**config.mk**
```make
export PLATFORM = sky130hd
export DESIGN_NAME = dma_irq_unit
export DESIGN_NICKNAME = d
export VERILOG_FILES = /design/src/rtl/dmairq_pkg.sv /design/src/rtl/dmairq_evbank.sv /design/src/rtl/dmairq_map.sv /design/src/rtl/dmairq_mask.sv /design/src/rtl/dmairq_rdmux.sv /design/src/rtl/dma_irq_unit.sv
export SDC_FILE = /design/constraint.sdc
export NUM_CORES = 1
export LEC_CHECK = 0
export BUFFER_PORTS_ARGS = -buffer_cell sky130_fd_sc_hd__buf_2
export CAP_MARGIN = 20
export CORE_ASPECT_RATIO = 0.5
export CORE_MARGIN = 2
export CORE_UTILIZATION = 47
export CTS_BUF_LIST = sky130_fd_sc_hd__clkbuf_2
export CTS_CLUSTER_SIZE = 10
export DETAILED_ROUTE_END_ITERATION = 8
export PLACE_DENSITY_LB_ADDON = 0.12
export SLEW_MARGIN = 15
export SYNTH_ARGS = -nofsm -noshare
export SYNTH_HDL_FRONTEND = slang
export SYNTH_HIERARCHICAL = 1
export SYNTH_SLANG_ARGS = --single-unit
```
**constraint.sdc**
```tcl
create_clock -name clk -period 1.9 [get_ports clk]
set_clock_uncertainty 0.05 [all_clocks]
set_input_delay 0.285 -clock clk [delete_from_list [all_inputs] [get_ports clk]]
set_output_delay 0.285 -clock clk [all_outputs]
set_load 0.02 [all_outputs]
```
**src/rtl/dmairq_pkg.sv**
```systemverilog
// Package: shared constants of the DMA interrupt unit.
// Offsets, per-engine implemented-bit masks and the map from the six
// event sources to engine status bits and cause register bits.
package dmairq_pkg;
    localparam int REG_W   = 32;
    localparam int OFF_W   = 9;
    localparam int N_ENG   = 2;           // 0 = transmit, 1 = receive
    localparam int EVT_PER = 3;           // events per engine
    localparam int NSRC    = N_ENG * EVT_PER;

    localparam int OFF_TX_STAT = 'h188;
    localparam int OFF_RX_STAT = 'h194;
    localparam int OFF_MASK    = 'h198;
    localparam int OFF_CAUSE   = 'h19C;

    localparam int ENG_OFF [N_ENG] = '{OFF_TX_STAT, OFF_RX_STAT};
    localparam logic [REG_W-1:0] ENG_IMPL [N_ENG] = '{32'h0000_000B, 32'h0000_000D};
    localparam logic [REG_W-1:0] CAUSE_IMPL = 32'h0000_00DB;

    // Source k: 0 tx done, 1 tx underrun, 2 tx bus error,
    //           3 rx packet, 4 rx overflow, 5 rx bus error
    localparam int SRC_ENG [NSRC] = '{0, 0, 0, 1, 1, 1};
    localparam int SRC_BIT [NSRC] = '{0, 1, 3, 0, 2, 3};
    localparam int SRC_POS [NSRC] = '{0, 1, 3, 4, 6, 7};
endpackage

```
**src/rtl/dmairq_evbank.sv**
```systemverilog
// Module: sticky event bank of one DMA engine.
// Event pulses set bits and written ones clear them; a set wins over a
// clear in the same cycle. Only bits in IMPL can ever hold a one.
// Assumes set and clear vectors already sit in register bit positions.
module dmairq_evbank #(
    parameter int               W    = 32,
    parameter logic [W-1:0]     IMPL = '0
) (
    input  logic         clk,
    input  logic         rst_n,
    input  logic [W-1:0] set_i,
    input  logic [W-1:0] clr_i,
    output logic [W-1:0] q_o
);
    logic [W-1:0] q;

    // Purpose: hold sticky bits, set has priority over write-one clear.
    always_ff @(posedge clk) begin
        if (!rst_n) begin
            q <= '0;
        end else begin
            q <= ((q | set_i) & ~(clr_i & ~set_i)) & IMPL;
        end
    end

    assign q_o = q;

    // with no event and no clear the bank keeps its value
    p_sticky_r2: assert property (@(posedge clk) disable iff (!rst_n)
        ((set_i | clr_i) == '0) |=> $stable(q_o));

    // an implemented bit with an event is set next cycle, clear or not
    p_setwins_r6: assert property (@(posedge clk) disable iff (!rst_n)
        ((set_i & IMPL) != '0) |=> ((q_o & $past(set_i & IMPL)) == $past(set_i & IMPL)));

    // a cleared bit without a concurrent event reads zero next cycle
    p_w1c_r5: assert property (@(posedge clk) disable iff (!rst_n)
        ((clr_i & ~set_i) != '0) |=> ((q_o & $past(clr_i & ~set_i)) == '0));
endmodule

```
**src/rtl/dmairq_map.sv**
```systemverilog
// Module: builds the combined cause word from the six live source levels.
// Purely combinational; unused positions are driven zero.
module dmairq_map
    import dmairq_pkg::*;
#(
    parameter int W = 32
) (
    input  logic            clk,
    input  logic            rst_n,
    input  logic [NSRC-1:0] src_i,
    output logic [W-1:0]    cause_o
);
    // Purpose: scatter each source level to its cause bit position.
    always_comb begin
        cause_o = '0;
        for (int k = 0; k < NSRC; k++) begin
            cause_o[SRC_POS[k]] = src_i[k];
        end
    end

    // the cause word carries exactly the set source levels, nothing else
    p_map_count_r4: assert property (@(posedge clk) disable iff (!rst_n)
        $countones(cause_o) == $countones(src_i));
endmodule

```
**src/rtl/dmairq_mask.sv**
```systemverilog
// Module: interrupt mask register and request output.
// Stores only implemented bits; the request is the OR of cause AND mask.
// Assumes cause_i is already zero in unimplemented positions.
module dmairq_mask #(
    parameter int           W    = 32,
    parameter logic [W-1:0] IMPL = '0
) (
    input  logic         clk,
    input  logic         rst_n,
    input  logic         wr_en_i,
    input  logic [W-1:0] wdata_i,
    input  logic [W-1:0] cause_i,
    output logic [W-1:0] mask_o,
    output logic         irq_o
);
    logic [W-1:0] mask_q;

    // Purpose: capture the mask on a write to its offset.
    always_ff @(posedge clk) begin
        if (!rst_n) begin
            mask_q <= '0;
        end else if (wr_en_i) begin
            mask_q <= wdata_i & IMPL;
        end
    end

    assign mask_o = mask_q;
    assign irq_o  = |(cause_i & mask_q);

    // writing an all-zero mask drops the request on the next cycle
    p_maskoff_r8: assert property (@(posedge clk) disable iff (!rst_n)
        (wr_en_i && ((wdata_i & IMPL) == '0)) |=> !irq_o);
endmodule

```
**src/rtl/dmairq_rdmux.sv**
```systemverilog
// Module: read data decoder of the unit.
// Combinational: selects a register by byte offset; unmapped reads give 0.
module dmairq_rdmux
    import dmairq_pkg::*;
#(
    parameter int W  = 32,
    parameter int AW = 9
) (
    input  logic [AW-1:0] addr_i,
    input  logic [W-1:0]  tx_q_i,
    input  logic [W-1:0]  rx_q_i,
    input  logic [W-1:0]  mask_i,
    input  logic [W-1:0]  cause_i,
    output logic [W-1:0]  rdata_o
);
    // Purpose: pick the addressed register.
    always_comb begin
        if (addr_i == AW'(OFF_TX_STAT))      rdata_o = tx_q_i;
        else if (addr_i == AW'(OFF_RX_STAT)) rdata_o = rx_q_i;
        else if (addr_i == AW'(OFF_MASK))    rdata_o = mask_i;
        else if (addr_i == AW'(OFF_CAUSE))   rdata_o = cause_i;
        else                                 rdata_o = '0;
    end
endmodule

```
**src/rtl/dma_irq_unit.sv**
```systemverilog
// Module: top of the DMA interrupt status and mask unit.
// One sticky bank per engine, a live cause word, a mask and one request.
// Assumes single-cycle write strobes and event pulses in the clk domain.
module dma_irq_unit
    import dmairq_pkg::*;
#(
    parameter int DATA_W = REG_W,
    parameter int ADDR_W = OFF_W
) (
    input  logic               clk,
    input  logic               rst_n,
    input  logic [EVT_PER-1:0] tx_evt_i,
    input  logic [EVT_PER-1:0] rx_evt_i,
    input  logic [ADDR_W-1:0]  reg_addr_i,
    input  logic               reg_wr_i,
    input  logic [DATA_W-1:0]  reg_wdata_i,
    output logic [DATA_W-1:0]  reg_rdata_o,
    output logic               irq_o
);
    logic [NSRC-1:0]              src_evt;
    logic [NSRC-1:0]              src_lvl;
    logic [N_ENG-1:0][DATA_W-1:0] eng_q;
    logic [DATA_W-1:0]            cause;
    logic [DATA_W-1:0]            mask;
    logic                         mask_wr;

    assign src_evt = {rx_evt_i, tx_evt_i};
    assign mask_wr = reg_wr_i && (reg_addr_i == ADDR_W'(OFF_MASK));

    for (genvar e = 0; e < N_ENG; e++) begin : g_eng
        logic [DATA_W-1:0] set_v;
        logic [DATA_W-1:0] clr_v;

        // Purpose: place this engine's event pulses at their status bits.
        always_comb begin
            set_v = '0;
            for (int k = 0; k < NSRC; k++) begin
                if (SRC_ENG[k] == e) set_v[SRC_BIT[k]] = src_evt[k];
            end
        end

        assign clr_v = (reg_wr_i && (reg_addr_i == ADDR_W'(ENG_OFF[e])))
                       ? reg_wdata_i : '0;

        dmairq_evbank #(.W(DATA_W), .IMPL(DATA_W'(ENG_IMPL[e]))) u_bank (
            .clk   (clk),
            .rst_n (rst_n),
            .set_i (set_v),
            .clr_i (clr_v),
            .q_o   (eng_q[e])
        );
    end

    // Purpose: gather the live status bit of each source.
    always_comb begin
        for (int k = 0; k < NSRC; k++) begin
            src_lvl[k] = eng_q[SRC_ENG[k]][SRC_BIT[k]];
        end
    end

    dmairq_map #(.W(DATA_W)) u_map (
        .clk     (clk),
        .rst_n   (rst_n),
        .src_i   (src_lvl),
        .cause_o (cause)
    );

    dmairq_mask #(.W(DATA_W), .IMPL(DATA_W'(CAUSE_IMPL))) u_mask (
        .clk     (clk),
        .rst_n   (rst_n),
        .wr_en_i (mask_wr),
        .wdata_i (reg_wdata_i),
        .cause_i (cause),
        .mask_o  (mask),
        .irq_o   (irq_o)
    );

    dmairq_rdmux #(.W(DATA_W), .AW(ADDR_W)) u_rd (
        .addr_i  (reg_addr_i),
        .tx_q_i  (eng_q[0]),
        .rx_q_i  (eng_q[1]),
        .mask_i  (mask),
        .cause_i (cause),
        .rdata_o (reg_rdata_o)
    );

    // a cause write with no event leaves the cause word unchanged
    p_cause_write_ignored_r9: assert property (@(posedge clk) disable iff (!rst_n)
        (reg_wr_i && (reg_addr_i == ADDR_W'(OFF_CAUSE)) && (src_evt == '0)
         && !(reg_addr_i == ADDR_W'(OFF_TX_STAT)) && !(reg_addr_i == ADDR_W'(OFF_RX_STAT)))
        |=> $stable(cause));
endmodule

```
==> metrics <==
Min Hold Slack=roughly 170 ps; LEAKAGE=~1.1 nW; DPL Wire Length=3.77 mm; crit path DAT=around 1500 ps; CP delay by family, top=buffers and inverters; element type at the critical path end=output port; first-pass GRT wire length=7.94 mm; DR vias=approximately 1800; Synth Instances=348; antenna diode count=0; Final nets=between 400 and 500; CTS root buf=clkbuf_2; r2r worst-path depth=2; largest net degree at the start of global routing=32; FMAX=561 MHz; worst endpoint required time=1560 ps; initial antenna violation count=0; WS Path Type=in -> out; vias in the first global route=1781; result of the run=complete, no violations; most common cell after layout, fill and taps aside=conb_1; critical path's largest stage delay=300 ps; Area Overhead vs Synth=-10.7%; Port Buffers=33; CTS Buf Count=3; Die Area=around 6800 um2; RSZ-0062 raised after global routing=false; pwr dens=275 nW/um2; Die Wd=approximately 110 um; drt via density=4.22; WP buf/inv=3; share of layout cells above drive strength 1=0.375; clock period minus final worst setup slack=1780 ps; CP max stage cell=nor4b_2; Crit Path Max Fanout=31; total congestion overflow=0; crit-path cells=buf_2 > nor4b_2 > nand3b_1 > buf_6 > a21oi_1 > buf_2; Syn Area/Cell=8.29 um2; GRT Resource Usage Total=0.146; cell repeated most along the worst path=buf_2; gpl congestion=approximately 0.77; worst vdd ir=between 0.09 and 0.1 mV; core area=6010 um2; CTS tree=done; H-Tree Depth=1; Startpoint Class=primary input; clock buffer depth=2; Crit. Startpoint=reg_addr_i[1]; Worst path depth=6; FF-to-FF setup slack=about 1100 ps; setup TNS=0 ps; FF-to-FF Start=g_eng[0].u_bank/q_o[0]$_SDFF_PN0_; r2r endpoint=g_eng[0].u_bank/q_o[0]$_SDFF_PN0_; crit share post-route=0.938; CP endpoint=reg_rdata_o[3]; wire per inst=approximately 11 um; Chip Height=roughly 59 um; DR iter-0 viols=32; Clock transition at path regs=between 100 and 150 ps; Post-DRT Antenna Nets=0; max_cap viols=0; Hold Fails Final Rpt=0; Cell Area, Synth=2890 um2; # rows=20; HP Class=in -> reg; overall routed net length=4.81 mm; clock sinks=12; Initial Utilization=0.480; most frequent cells in the layout=conb_1 (110), buf_2 (33), nand2_1 (32); Slew Viols, Final=0; Yosys warnings=6; Clock Latency Late Sink=260 ps; DR pass1 iterations=4; Hold Buf Count CTS=0; drt drc=0; Setup violations, final=0; Ports=83
sequential cells by signal (all words and copies together), names as in the netlist:
signal and count:
g_eng.u_bank/q_o 6, u_mask/mask_o 6
cell type report:
type | instances | area [um2]
fill | 657 | 3430
multi-input combinational | 284 | 1900
timing repair buffer | 50 | 297
sequential | 12 | 240
tap | 77 | 96.3
inverter | 7 | 26.3
clock buffer | 3 | 15.0
clock inverter | 1 | 3.75
through the flow:
| step | util | cell area, um2 | total power, W | instances | setup slack [ps] |
|---|---|---|---|---|---|
| after detailed placement | 0.425 | 2550 | 0.000574 | 430 | 3.53 |
| after global placement | 0.425 | 2550 | 0.000570 | 430 | -0.222 |
| after global routing | 0.429 | 2580 | 0.000772 | 434 | 25.9 |
| after floorplan | - | 3280 | 0.000703 | 454 | 121 |
| final | 0.429 | 2580 | 0.000709 | 434 | 117 |
| after CTS | 0.428 | 2570 | 0.000710 | 434 | 60.2 |
per-layer routing:
metal / vias up / global-route usage / wire (um) / part of all wire
met5: - / 0 / 0 / 0
met4: 0 / 0.0310 / 36 / 0.0075
met3: 4 / 0.0102 / 194 / 0.040
met2: 34 / 0.270 / 2260 / 0.47
met1: 827 / 0.189 / 2320 / 0.48
li1: 967 / - / - / -
timing repair:
item / in CTS / in global routing
setup endpoints to repair: 0 / 3
buffers inserted: 0 / 0
endpoints found under the hold margin: 0 / 0
gates resized for setup: 0 / 1
worst min path at each step:
stage / depth (start not counted) / from / end / slack, ps
floorplan: 1 / rst_n / g_eng[0].u_bank/q_o[0]$_SDFF_PN0_ / 350
global placement: 2 / rx_evt_i[1] / g_eng[1].u_bank/q_o[2]$_SDFF_PN0_ / 450
detailed placement: 2 / tx_evt_i[1] / g_eng[0].u_bank/q_o[1]$_SDFF_PN0_ / 450
CTS: 2 / tx_evt_i[1] / g_eng[0].u_bank/q_o[1]$_SDFF_PN0_ / 150
finish: 2 / tx_evt_i[1] / g_eng[0].u_bank/q_o[1]$_SDFF_PN0_ / 170
global route: 2 / tx_evt_i[0] / g_eng[0].u_bank/q_o[0]$_SDFF_PN0_ / 150
power breakdown:
group / leakage, nW / total (W) / internal, W / switching [W]
registers: 0.0986 / 0.000271 / 0.000261 / 0.00000980
clock network: 0.0140 / 0.000133 / 0.0000457 / 0.0000873
logic: 0.964 / 0.000305 / 0.000146 / 0.000159
(Power assumes the default switching activity.)
